[src/rtl/hdb3_rx_pkg.sv]
package hdb3_rx_pkg;

  // One received bit period on the two rails.
  typedef struct packed {
    logic pos;
    logic neg;
  } rail_sym_t;

  // Length of a zero-substitution code in bit periods.
  localparam int SUB_LEN = 4;

endpackage

[src/rtl/hdb3_rail_sampler.sv]
module hdb3_rail_sampler
  import hdb3_rx_pkg::*;
(
  input  logic      clk,
  input  logic      rst_n,
  input  logic      fall_sel,
  input  logic      rail_p,
  input  logic      rail_n,
  output rail_sym_t sym,
  output logic      sym_vld
);

  rail_sym_t fall_q;

  // Falling-edge capture, retimed on the following rising edge.
  always_ff @(negedge clk or negedge rst_n) begin
    if (!rst_n) begin
      fall_q <= '0;
    end else begin
      fall_q.pos <= rail_p;
      fall_q.neg <= rail_n;
    end
  end

  always_ff @(posedge clk or negedge rst_n) begin
    if (!rst_n) begin
      sym     <= '0;
      sym_vld <= 1'b0;
    end else begin
      if (fall_sel) begin
        sym <= fall_q;
      end else begin
        sym.pos <= rail_p;
        sym.neg <= rail_n;
      end
      sym_vld <= 1'b1;
    end
  end

  p_vld_sticky_r11: assert property (@(posedge clk) disable iff (!rst_n)
    sym_vld |=> sym_vld);

endmodule

[src/rtl/hdb3_sym_decoder.sv]
module hdb3_sym_decoder
  import hdb3_rx_pkg::*;
(
  input  logic      clk,
  input  logic      rst_n,
  input  rail_sym_t sym,
  input  logic      sym_vld,
  output logic      dec_bit,
  output logic      dec_vld,
  output logic      sub_hit,
  output logic      lcv_ev
);

  localparam int RUN_W = $clog2(SUB_LEN + 1);
  localparam logic [RUN_W-1:0] RUN_CAP  = RUN_W'(SUB_LEN);
  localparam logic [RUN_W-1:0] RUN_WARN = RUN_W'(SUB_LEN - 1);
  localparam logic [RUN_W-1:0] RUN_PRE  = RUN_W'(SUB_LEN - 2);

  logic             last_pos;  // polarity of the latest single-rail pulse
  logic             b_odd;     // ordinary marks since last accepted violation
  logic [RUN_W-1:0] zrun;      // zero symbols just before the current one

  logic is_zero, is_both, is_single, is_viol, v_ok, excess;

  always_comb begin
    is_zero   = !sym.pos && !sym.neg;
    is_both   = sym.pos && sym.neg;
    is_single = sym.pos ^ sym.neg;
    is_viol   = is_single && (sym.pos == last_pos);
    v_ok      = is_viol && b_odd && (zrun >= RUN_PRE);
    excess    = (zrun == RUN_WARN) && !v_ok;
    lcv_ev    = sym_vld && (is_both || (is_viol && !v_ok) || excess);
    sub_hit   = sym_vld && v_ok;
    dec_bit   = !is_zero && !v_ok;
    dec_vld   = sym_vld;
  end

  always_ff @(posedge clk or negedge rst_n) begin
    if (!rst_n) begin
      last_pos <= 1'b0;
      b_odd    <= 1'b1;
      zrun     <= '0;
    end else if (sym_vld) begin
      if (is_zero) begin
        zrun <= (zrun == RUN_CAP) ? RUN_CAP : zrun + 1'b1;
      end else begin
        zrun <= '0;
      end
      if (is_single) begin
        last_pos <= sym.pos;
        if (v_ok) begin
          b_odd <= 1'b0;
        end else if (!is_viol) begin
          b_odd <= !b_odd;
        end
      end
    end
  end

  p_both_keeps_track_r5: assert property (@(posedge clk) disable iff (!rst_n)
    (sym_vld && is_both) |=> ($stable(last_pos) && $stable(b_odd)));

  p_accept_resets_parity_r4: assert property (@(posedge clk) disable iff (!rst_n)
    sub_hit |=> !b_odd);

  p_run_bounded_r6: assert property (@(posedge clk) disable iff (!rst_n)
    zrun <= RUN_CAP);

endmodule

[src/rtl/hdb3_sub_pipe.sv]
module hdb3_sub_pipe
  import hdb3_rx_pkg::*;
#(
  parameter int DEPTH = 4
) (
  input  logic clk,
  input  logic rst_n,
  input  logic bit_in,
  input  logic vld_in,
  input  logic sub_in,
  output logic dout,
  output logic dv
);

  function automatic logic [DEPTH-1:0] build_mask();
    logic [DEPTH-1:0] m;
    for (int i = 0; i < DEPTH; i++) begin
      m[i] = (i < SUB_LEN);
    end
    return m;
  endfunction

  localparam logic [DEPTH-1:0] SUB_MASK = build_mask();

  logic [DEPTH-1:0] bits, vq, bits_nx;

  always_comb begin
    bits_nx = {bits[DEPTH-2:0], bit_in};
    if (sub_in) begin
      bits_nx = bits_nx & ~SUB_MASK;
    end
  end

  always_ff @(posedge clk or negedge rst_n) begin
    if (!rst_n) begin
      bits <= '0;
      vq   <= '0;
    end else begin
      bits <= bits_nx;
      vq   <= {vq[DEPTH-2:0], vld_in};
    end
  end

  assign dout = bits[DEPTH-1];
  assign dv   = vq[DEPTH-1];

  p_sub_window_zero_r2: assert property (@(posedge clk) disable iff (!rst_n)
    sub_in |=> ((bits & SUB_MASK) == '0));

  p_valid_sticky_r1: assert property (@(posedge clk) disable iff (!rst_n)
    dv |=> dv);

endmodule

[src/rtl/hdb3_lcv_counters.sv]
module hdb3_lcv_counters #(
  parameter int CNT_W = 16
) (
  input  logic             clk,
  input  logic             rst_n,
  input  logic             ev,
  input  logic             clr,
  input  logic             tick,
  output logic             pulse,
  output logic [CNT_W-1:0] ev_cnt,
  output logic [CNT_W-1:0] acc,
  output logic [CNT_W-1:0] hold
);

  localparam logic [CNT_W-1:0] CNT_MAX = '1;

  function automatic logic [CNT_W-1:0] sat_add(input logic [CNT_W-1:0] v, input logic inc);
    return (inc && v != CNT_MAX) ? v + 1'b1 : v;
  endfunction

  always_ff @(posedge clk or negedge rst_n) begin
    if (!rst_n) begin
      pulse  <= 1'b0;
      ev_cnt <= '0;
      acc    <= '0;
      hold   <= '0;
    end else begin
      pulse <= ev;
      if (clr) begin
        ev_cnt <= '0;
        acc    <= '0;
        hold   <= '0;
      end else begin
        ev_cnt <= sat_add(ev_cnt, ev);
        if (tick) begin
          hold <= sat_add(acc, ev);
          acc  <= '0;
        end else begin
          acc <= sat_add(acc, ev);
        end
      end
    end
  end

  p_event_step_r7: assert property (@(posedge clk) disable iff (!rst_n)
    (!clr && ev && ev_cnt != CNT_MAX) |=> ev_cnt == CNT_W'($past(ev_cnt) + 1'b1));

  p_event_sat_r9: assert property (@(posedge clk) disable iff (!rst_n)
    (!clr && ev_cnt == CNT_MAX) |=> ev_cnt == CNT_MAX);

  p_clear_all_r10: assert property (@(posedge clk) disable iff (!rst_n)
    clr |=> (ev_cnt == '0 && acc == '0 && hold == '0));

  p_tick_restart_r8: assert property (@(posedge clk) disable iff (!rst_n)
    (!clr && tick) |=> acc == '0);

endmodule

[src/rtl/hdb3_line_decoder.sv]
module hdb3_line_decoder
  import hdb3_rx_pkg::*;
#(
  parameter int CNT_W    = 16,
  parameter int LAT_BITS = 4
) (
  input  logic             clk_line,
  input  logic             rst_n,
  input  logic             fall_edge_sel,
  input  logic             rail_pos,
  input  logic             rail_neg,
  input  logic             sec_tick,
  input  logic             cnt_clr,
  output logic             dout,
  output logic             dout_valid,
  output logic             lcv_pulse,
  output logic [CNT_W-1:0] lcv_events,
  output logic [CNT_W-1:0] lcv_sec_acc,
  output logic [CNT_W-1:0] lcv_sec_hold
);

  localparam int PIPE_D = (LAT_BITS < SUB_LEN) ? SUB_LEN : LAT_BITS;

  rail_sym_t sym;
  logic      sym_vld, dec_bit, dec_vld, sub_hit, lcv_ev;

  hdb3_rail_sampler u_sampler (
    .clk      (clk_line),
    .rst_n    (rst_n),
    .fall_sel (fall_edge_sel),
    .rail_p   (rail_pos),
    .rail_n   (rail_neg),
    .sym      (sym),
    .sym_vld  (sym_vld)
  );

  hdb3_sym_decoder u_decoder (
    .clk     (clk_line),
    .rst_n   (rst_n),
    .sym     (sym),
    .sym_vld (sym_vld),
    .dec_bit (dec_bit),
    .dec_vld (dec_vld),
    .sub_hit (sub_hit),
    .lcv_ev  (lcv_ev)
  );

  hdb3_sub_pipe #(.DEPTH(PIPE_D)) u_pipe (
    .clk    (clk_line),
    .rst_n  (rst_n),
    .bit_in (dec_bit),
    .vld_in (dec_vld),
    .sub_in (sub_hit),
    .dout   (dout),
    .dv     (dout_valid)
  );

  hdb3_lcv_counters #(.CNT_W(CNT_W)) u_counters (
    .clk    (clk_line),
    .rst_n  (rst_n),
    .ev     (lcv_ev),
    .clr    (cnt_clr),
    .tick   (sec_tick),
    .pulse  (lcv_pulse),
    .ev_cnt (lcv_events),
    .acc    (lcv_sec_acc),
    .hold   (lcv_sec_hold)
  );

endmodule

[config.mk]
export PLATFORM = sky130hd
export DESIGN_NAME = hdb3_line_decoder
export DESIGN_NICKNAME = d
export VERILOG_FILES = /design/src/rtl/hdb3_rx_pkg.sv /design/src/rtl/hdb3_rail_sampler.sv /design/src/rtl/hdb3_sym_decoder.sv /design/src/rtl/hdb3_sub_pipe.sv /design/src/rtl/hdb3_lcv_counters.sv /design/src/rtl/hdb3_line_decoder.sv
export SDC_FILE = /design/constraint.sdc
export NUM_CORES = 1
export LEC_CHECK = 0
export BUFFER_PORTS_ARGS = -buffer_cell sky130_fd_sc_hd__buf_2
export CORE_MARGIN = 2
export CORE_UTILIZATION = 40
export CTS_CLUSTER_SIZE = 28
export DETAILED_ROUTE_END_ITERATION = 10
export GPL_TIMING_DRIVEN = 0
export PLACE_DENSITY_LB_ADDON = 0.25
export SYNTH_ARGS = -nofsm -noshare
export SYNTH_HDL_FRONTEND = slang
export SYNTH_HIERARCHICAL = 1
export SYNTH_SLANG_ARGS = --single-unit
[constraint.sdc]
create_clock -name clk_line -period 3.9 [get_ports clk_line]
set_input_delay 0.585 -clock clk_line [delete_from_list [all_inputs] [get_ports clk_line]]
set_output_delay 0.585 -clock clk_line [all_outputs]
set_load 0.01 [all_outputs]
==> Word-level counts from Yosys, hierarchy flattened <==
Index checks and enable logic that the tools add are counted.
{ "totals": {"reg_bits": 67, "out_inout_bits": 51, "input_bits": 7, "wordCells": 61} }
{ "classes": {"n_lt_le_gt_ge": 1, "muxes": 13, "addsub": 3, "n_reduce_logical": 23, "bitwise": 1, "n_eq_ne": 6} }
{ "op_table": {"columns": ["cell", "n"], "rows": [
  ["$mux W16", 7],
  ["$add A16 B1 Y16 const B", 2],
  ["$ne A16 B16 Y1 const B", 2],
  ["$logic_and A1 B1 Y1", 12],
  ["$mux W3", 2],
  ["$logic_not A1 Y1", 5],
  ["$mux W4", 1],
  ["$reduce_bool A2 Y1", 2],
  ["$add A3 B1 Y3 const B", 1],
  ["$eq A3 B2 Y1 const B", 1],
  ["$eq A3 B3 Y1 const B", 1],
  ["$ge A3 B2 Y1 const B", 1],
  ["$reduce_and A3 Y1", 1],
  ["$logic_or A1 B1 Y1", 2],
  ["$mux W1", 2],
  ["$mux W2", 1],
  ["$ne A2 B2 Y1 const B", 1],
  ["$reduce_and A2 Y1", 1],
  ["$eq A1 B1 Y1", 1],
  ["$xor A1 B1 Y1", 1]
]} }

==> Logic depth before layout (Yosys ltp) <==
{ "logic_depth": {"ltp_word": 13, "depth_mapped": 10, "mapped_depth_nobuf": 9} }

==> Cells and area by module <==
The synthesis kept the hierarchy.
{ "by_module_without_submodules": {"columns": ["mod", "cells_per_inst", "seq_area_each_um2", "area_each_um2", "instances"], "rows": [
  ["hdb3_lcv_counters", 263, 1226.2, 2503.7, 1],
  ["hdb3_sym_decoder", 42, 126.4, 385.4, 1],
  ["hdb3_sub_pipe", 12, 200.2, 225.2, 1],
  ["hdb3_rail_sampler", 8, 125.1, 151.4, 1]
]} }

==> flow_summary.toml <==
[run_status]
status = "completed"

[logic_synthesis]
ys_types = 57
yosysSeqAreaShare_pct = 51.4
synth_area_leaders = "dfrtp_1 (49%), nor2_1 (3.4%), a21oi_1 (3.1%)"
synth_fp_nets = 340
synth_top_area_share_pct = 49.0
ys_seq_elements = 67
synth_edf_count = 0
synth.avg_cell_area_um2 = 10.0
synth_flop_cell = "dfrtp_1"
yosysWarnings = 6
syn_area_um2 = 3270
async_flop_share_pct = 100
synthCells = 325
yosysTopAreaCell = "dfrtp_1"

[drt]
final_antenna_net_count = 0
drtIter0Drc = 156
drc = 0
drtPass1Iterations = 4
dr_total_vias = 2847
avgViaCountPerCell = 5.71
routedWlPerCell_um = 16.0
routed_wl_mm = 8.00

[critical_path]
cp-endpoint = "u_counters/hold[13]"
crit_path_start = "u_decoder/zrun[0]"
endpoint_kind = "flop"
path_class = "flop to flop"
cpPeakStageDelay_ns = 0.56
r2r-start = "u_decoder/zrun[0]"
rr_worst_depth = 10
path_cells = "inv_1 -> ha_1 -> o31ai_2 -> nor4_1 -> a2111oi_4 -> and3_1 -> or4b_1 -> clkbuf_2 -> or4_4 -> a311oi_1"
r2r_setup_slack_ns = 0.34
timing.rr.end = "u_counters/hold[13]"
cp_max_fo = 8
cp.depth = 10
cp-start-kind = "flop"
crit_family = "simple AND/OR/NAND/NOR gates"
critPathArrivalTime_ns = 3.81
cp_num_buf_inv = 2
crit_path_top_delay_cell = "a2111oi_4"
cp.required_ns = 4.15

[cts]
cts_buffers = 9
h-tree-depth = 3
clk_latency_ns = 0.34
cts_max_path_buffers = 2
cts_tree = "done"
cts.sinks = 67
cts-root-buf = "clkbuf_8"
clk_pin_slew_ns = 0.08

[sta]
setup_violations = 0
finClkSkew_ns = 0.0117
final-hold-violation-count = 0
setup-tns-final_ns = 0
slew_violations = 0
fin_crit_sh_pct = 91.3
rsz0062_at_grt = "false"
worst_pin_slew_ns = 1.07
fmax_ghz = 0.281
timing.max_slew.rel_slack_pct = 27.9
min_period_ns = 3.56

[floorplan]
die_h_um = 94.4
ios = 58
core_area_um2 = 7810
die_area_um2 = 8900
fp-row-count = 32
start_util_pct = 41.8
die_w_um = 94.4

[flow_run]
maxCapViolCount = 0

[grt]
grt.overflow.total = 0
grt_pass1_wl_mm = 13.2
grt_pass1_vias = 2667
track_usage_pct = 19.1
antenna_found_initial = 0
grt_max_degree = 68

[cells_and_area]
num_antenna_cells = 0
nNetsFinal = 407
drive_gt1_share_pct = 23.2
synthToLayoutAreaGrowth_pct = 19.9
num-fill-cells = 723

[placement]
numPortBuffers = 56
hpwl_mm = 5.41
gp_routability_congestion = 0.840

[power]
power.density_nw_per_um2 = 395
power_leakage_nw = 1.75
totalPowerFinal_mw = 1.55
ir_drop_mv = 0.252

[min_path]
hold_path_class = "input pin to asynchronous set/reset pin"
[cell usage after synthesis (2+ instances only)]
| cell | instances |
|---|---|
| o21ai_0 | 20 |
| nor2b_1 | 8 |
| o211ai_1 | 2 |
| dfrtp_1 | 64 |
| or4b_2 | 2 |
| a21oi_1 | 20 |
| inv_1 | 11 |
| ha_1 | 8 |
| nor3_1 | 9 |
| clkbuf_1 | 13 |
| dfrtn_1 | 2 |
| nor2_1 | 30 |
| xor2_1 | 3 |
| nand3_1 | 15 |
| mux2_2 | 3 |
| nand2_1 | 12 |
| and3_1 | 3 |
| buf_1 | 2 |
| or3_1 | 11 |
| nor4_1 | 6 |
| and4_1 | 3 |
| nand2b_1 | 2 |
| or2_2 | 3 |
| a311oi_1 | 8 |
| o31ai_1 | 7 |
| and2_1 | 3 |
| or4_1 | 4 |
| nand4_1 | 14 |
| a22o_1 | 2 |
| mux2i_1 | 3 |
| o41ai_1 | 2 |
| a211oi_1 | 5 |
[layout by cell type, fill, tap and decap left out, drive strengths merged, types with 2 or more instances in the layout]
cell | Yosys | layout
a21oi | 20 | 20
a311oi | 8 | 8
bufinv | 0 | 2
inv | 11 | 11
o31ai | 8 | 8
o21ai | 20 | 20
o41ai | 2 | 2
nand4 | 15 | 15
o211ai | 2 | 2
buf | 3 | 59
mux2 | 3 | 3
or4b | 3 | 3
clkinv | 0 | 2
a22o | 2 | 2
a211oi | 5 | 5
nor2 | 30 | 30
or4 | 5 | 5
or2 | 3 | 3
nor2b | 8 | 8
nand3 | 15 | 15
nand2b | 2 | 2
nor4 | 6 | 6
nand2 | 12 | 12
and2 | 3 | 3
dfrtn | 2 | 2
nor3 | 9 | 9
xor2 | 4 | 4
or3 | 11 | 11
mux2i | 3 | 3
ha | 8 | 8
and4 | 4 | 4
dfrtp | 64 | 64
clkinvlp | 0 | 2
and3 | 4 | 4
clkbuf | 14 | 24
[kinds of logic after synthesis]
logic type | Yosys count | share of synthesized area [%]
buffers and inverters | 28 | 3.37
adders and majority gates | 8 | 3.07
muxes | 6 | 1.95
DFF | 67 | 51.4
xor gates and xnor gates | 5 | 1.57
AOI/OAI and AO/OA | 78 | 16.0
other | 1 | 0.115
and+or+nand+nor | 132 | 22.5
[metal layers]
| metal | up-vias | global-route usage (%) | routed length [um] |
|---|---|---|---|
| met5 | - | 0 | 0 |
| met3 | 14 | 4.31 | 386 |
| met2 | 74 | 28.1 | 3620 |
| li1 | 1350 | - | - |
| met4 | 0 | 6.64 | 149 |
| met1 | 1409 | 28.0 | 3840 |
[worst min-delay path by stage]
stage	from	end	slack, ns	cells past startpoint
finish	rst_n	u_counters/hold[15]	0.33	1
global route	u_pipe/vq[2]	u_pipe/vq[3]	0.36	0
CTS	u_pipe/vq[2]	u_pipe/vq[3]	0.36	0
detailed placement	u_pipe/vq[2]	u_pipe/vq[3]	0.34	0
global placement	u_pipe/vq[0]	u_pipe/vq[1]	0.34	0
floorplan	rst_n	u_counters/acc[0]	0.29	0
[metrics by stage]
stage / hold WS (ns) / cell area [um^2] / std cells / util, % / worst slack, ns
after CTS: 0.358 / 3900 / 499 / 50.0 / 0.0874
after floorplan: 0.289 / 3270 / 325 / - / 0.672
after global routing: 0.361 / 3920 / 499 / 50.1 / 0.166
after detailed placement: 0.341 / 3680 / 483 / 47.1 / 0.111
final: 0.333 / 3920 / 499 / 50.1 / 0.340
after global placement: 0.343 / 3670 / 483 / 47.1 / 0.0930
[power breakdown]
part | switching (mW) | total (mW) | internal, mW
clock | 0.281 | 0.658 | 0.377
combinational | 0.0900 | 0.139 | 0.0491
sequential | 0.0215 | 0.750 | 0.728
[area by class of cell]
class / instances / area (um^2) / area share (%)
flip-flops and latches: 67 / 1680 / 42.9
multi-input cells: 230 / 1490 / 38.1
plain buffers: 17 / 68.8 / 1.76
clock inverters: 6 / 88.8 / 2.27
clock buffers: 10 / 138 / 3.52
well taps: 102 / 128 / 3.26
repair buffers: 56 / 283 / 7.22
inverters: 11 / 41.3 / 1.05
[state kept, by name, indices dropped and copies added, names as in the netlist]
register,cells
u_counters/hold,16
u_decoder/zrun,3
u_counters/ev_cnt,16
u_counters/acc,16
u_pipe/vq,4
u_sampler/sym,2
u_decoder/b_odd,1
u_sampler/sym_vld,1
u_pipe/bits,4
u_sampler/fall_q,2
u_decoder/last_pos,1
u_counters/pulse,1
[repair_timing]
action / in CTS / in global routing
endpoints found under the setup margin: 0 / 1
buffers inserted: 0 / 0
hold buffers: 0 / 0
endpoints found under the hold margin: 0 / 0
resized for setup: 0 / 1
Note: power is estimated with default switching activity, not from simulation.
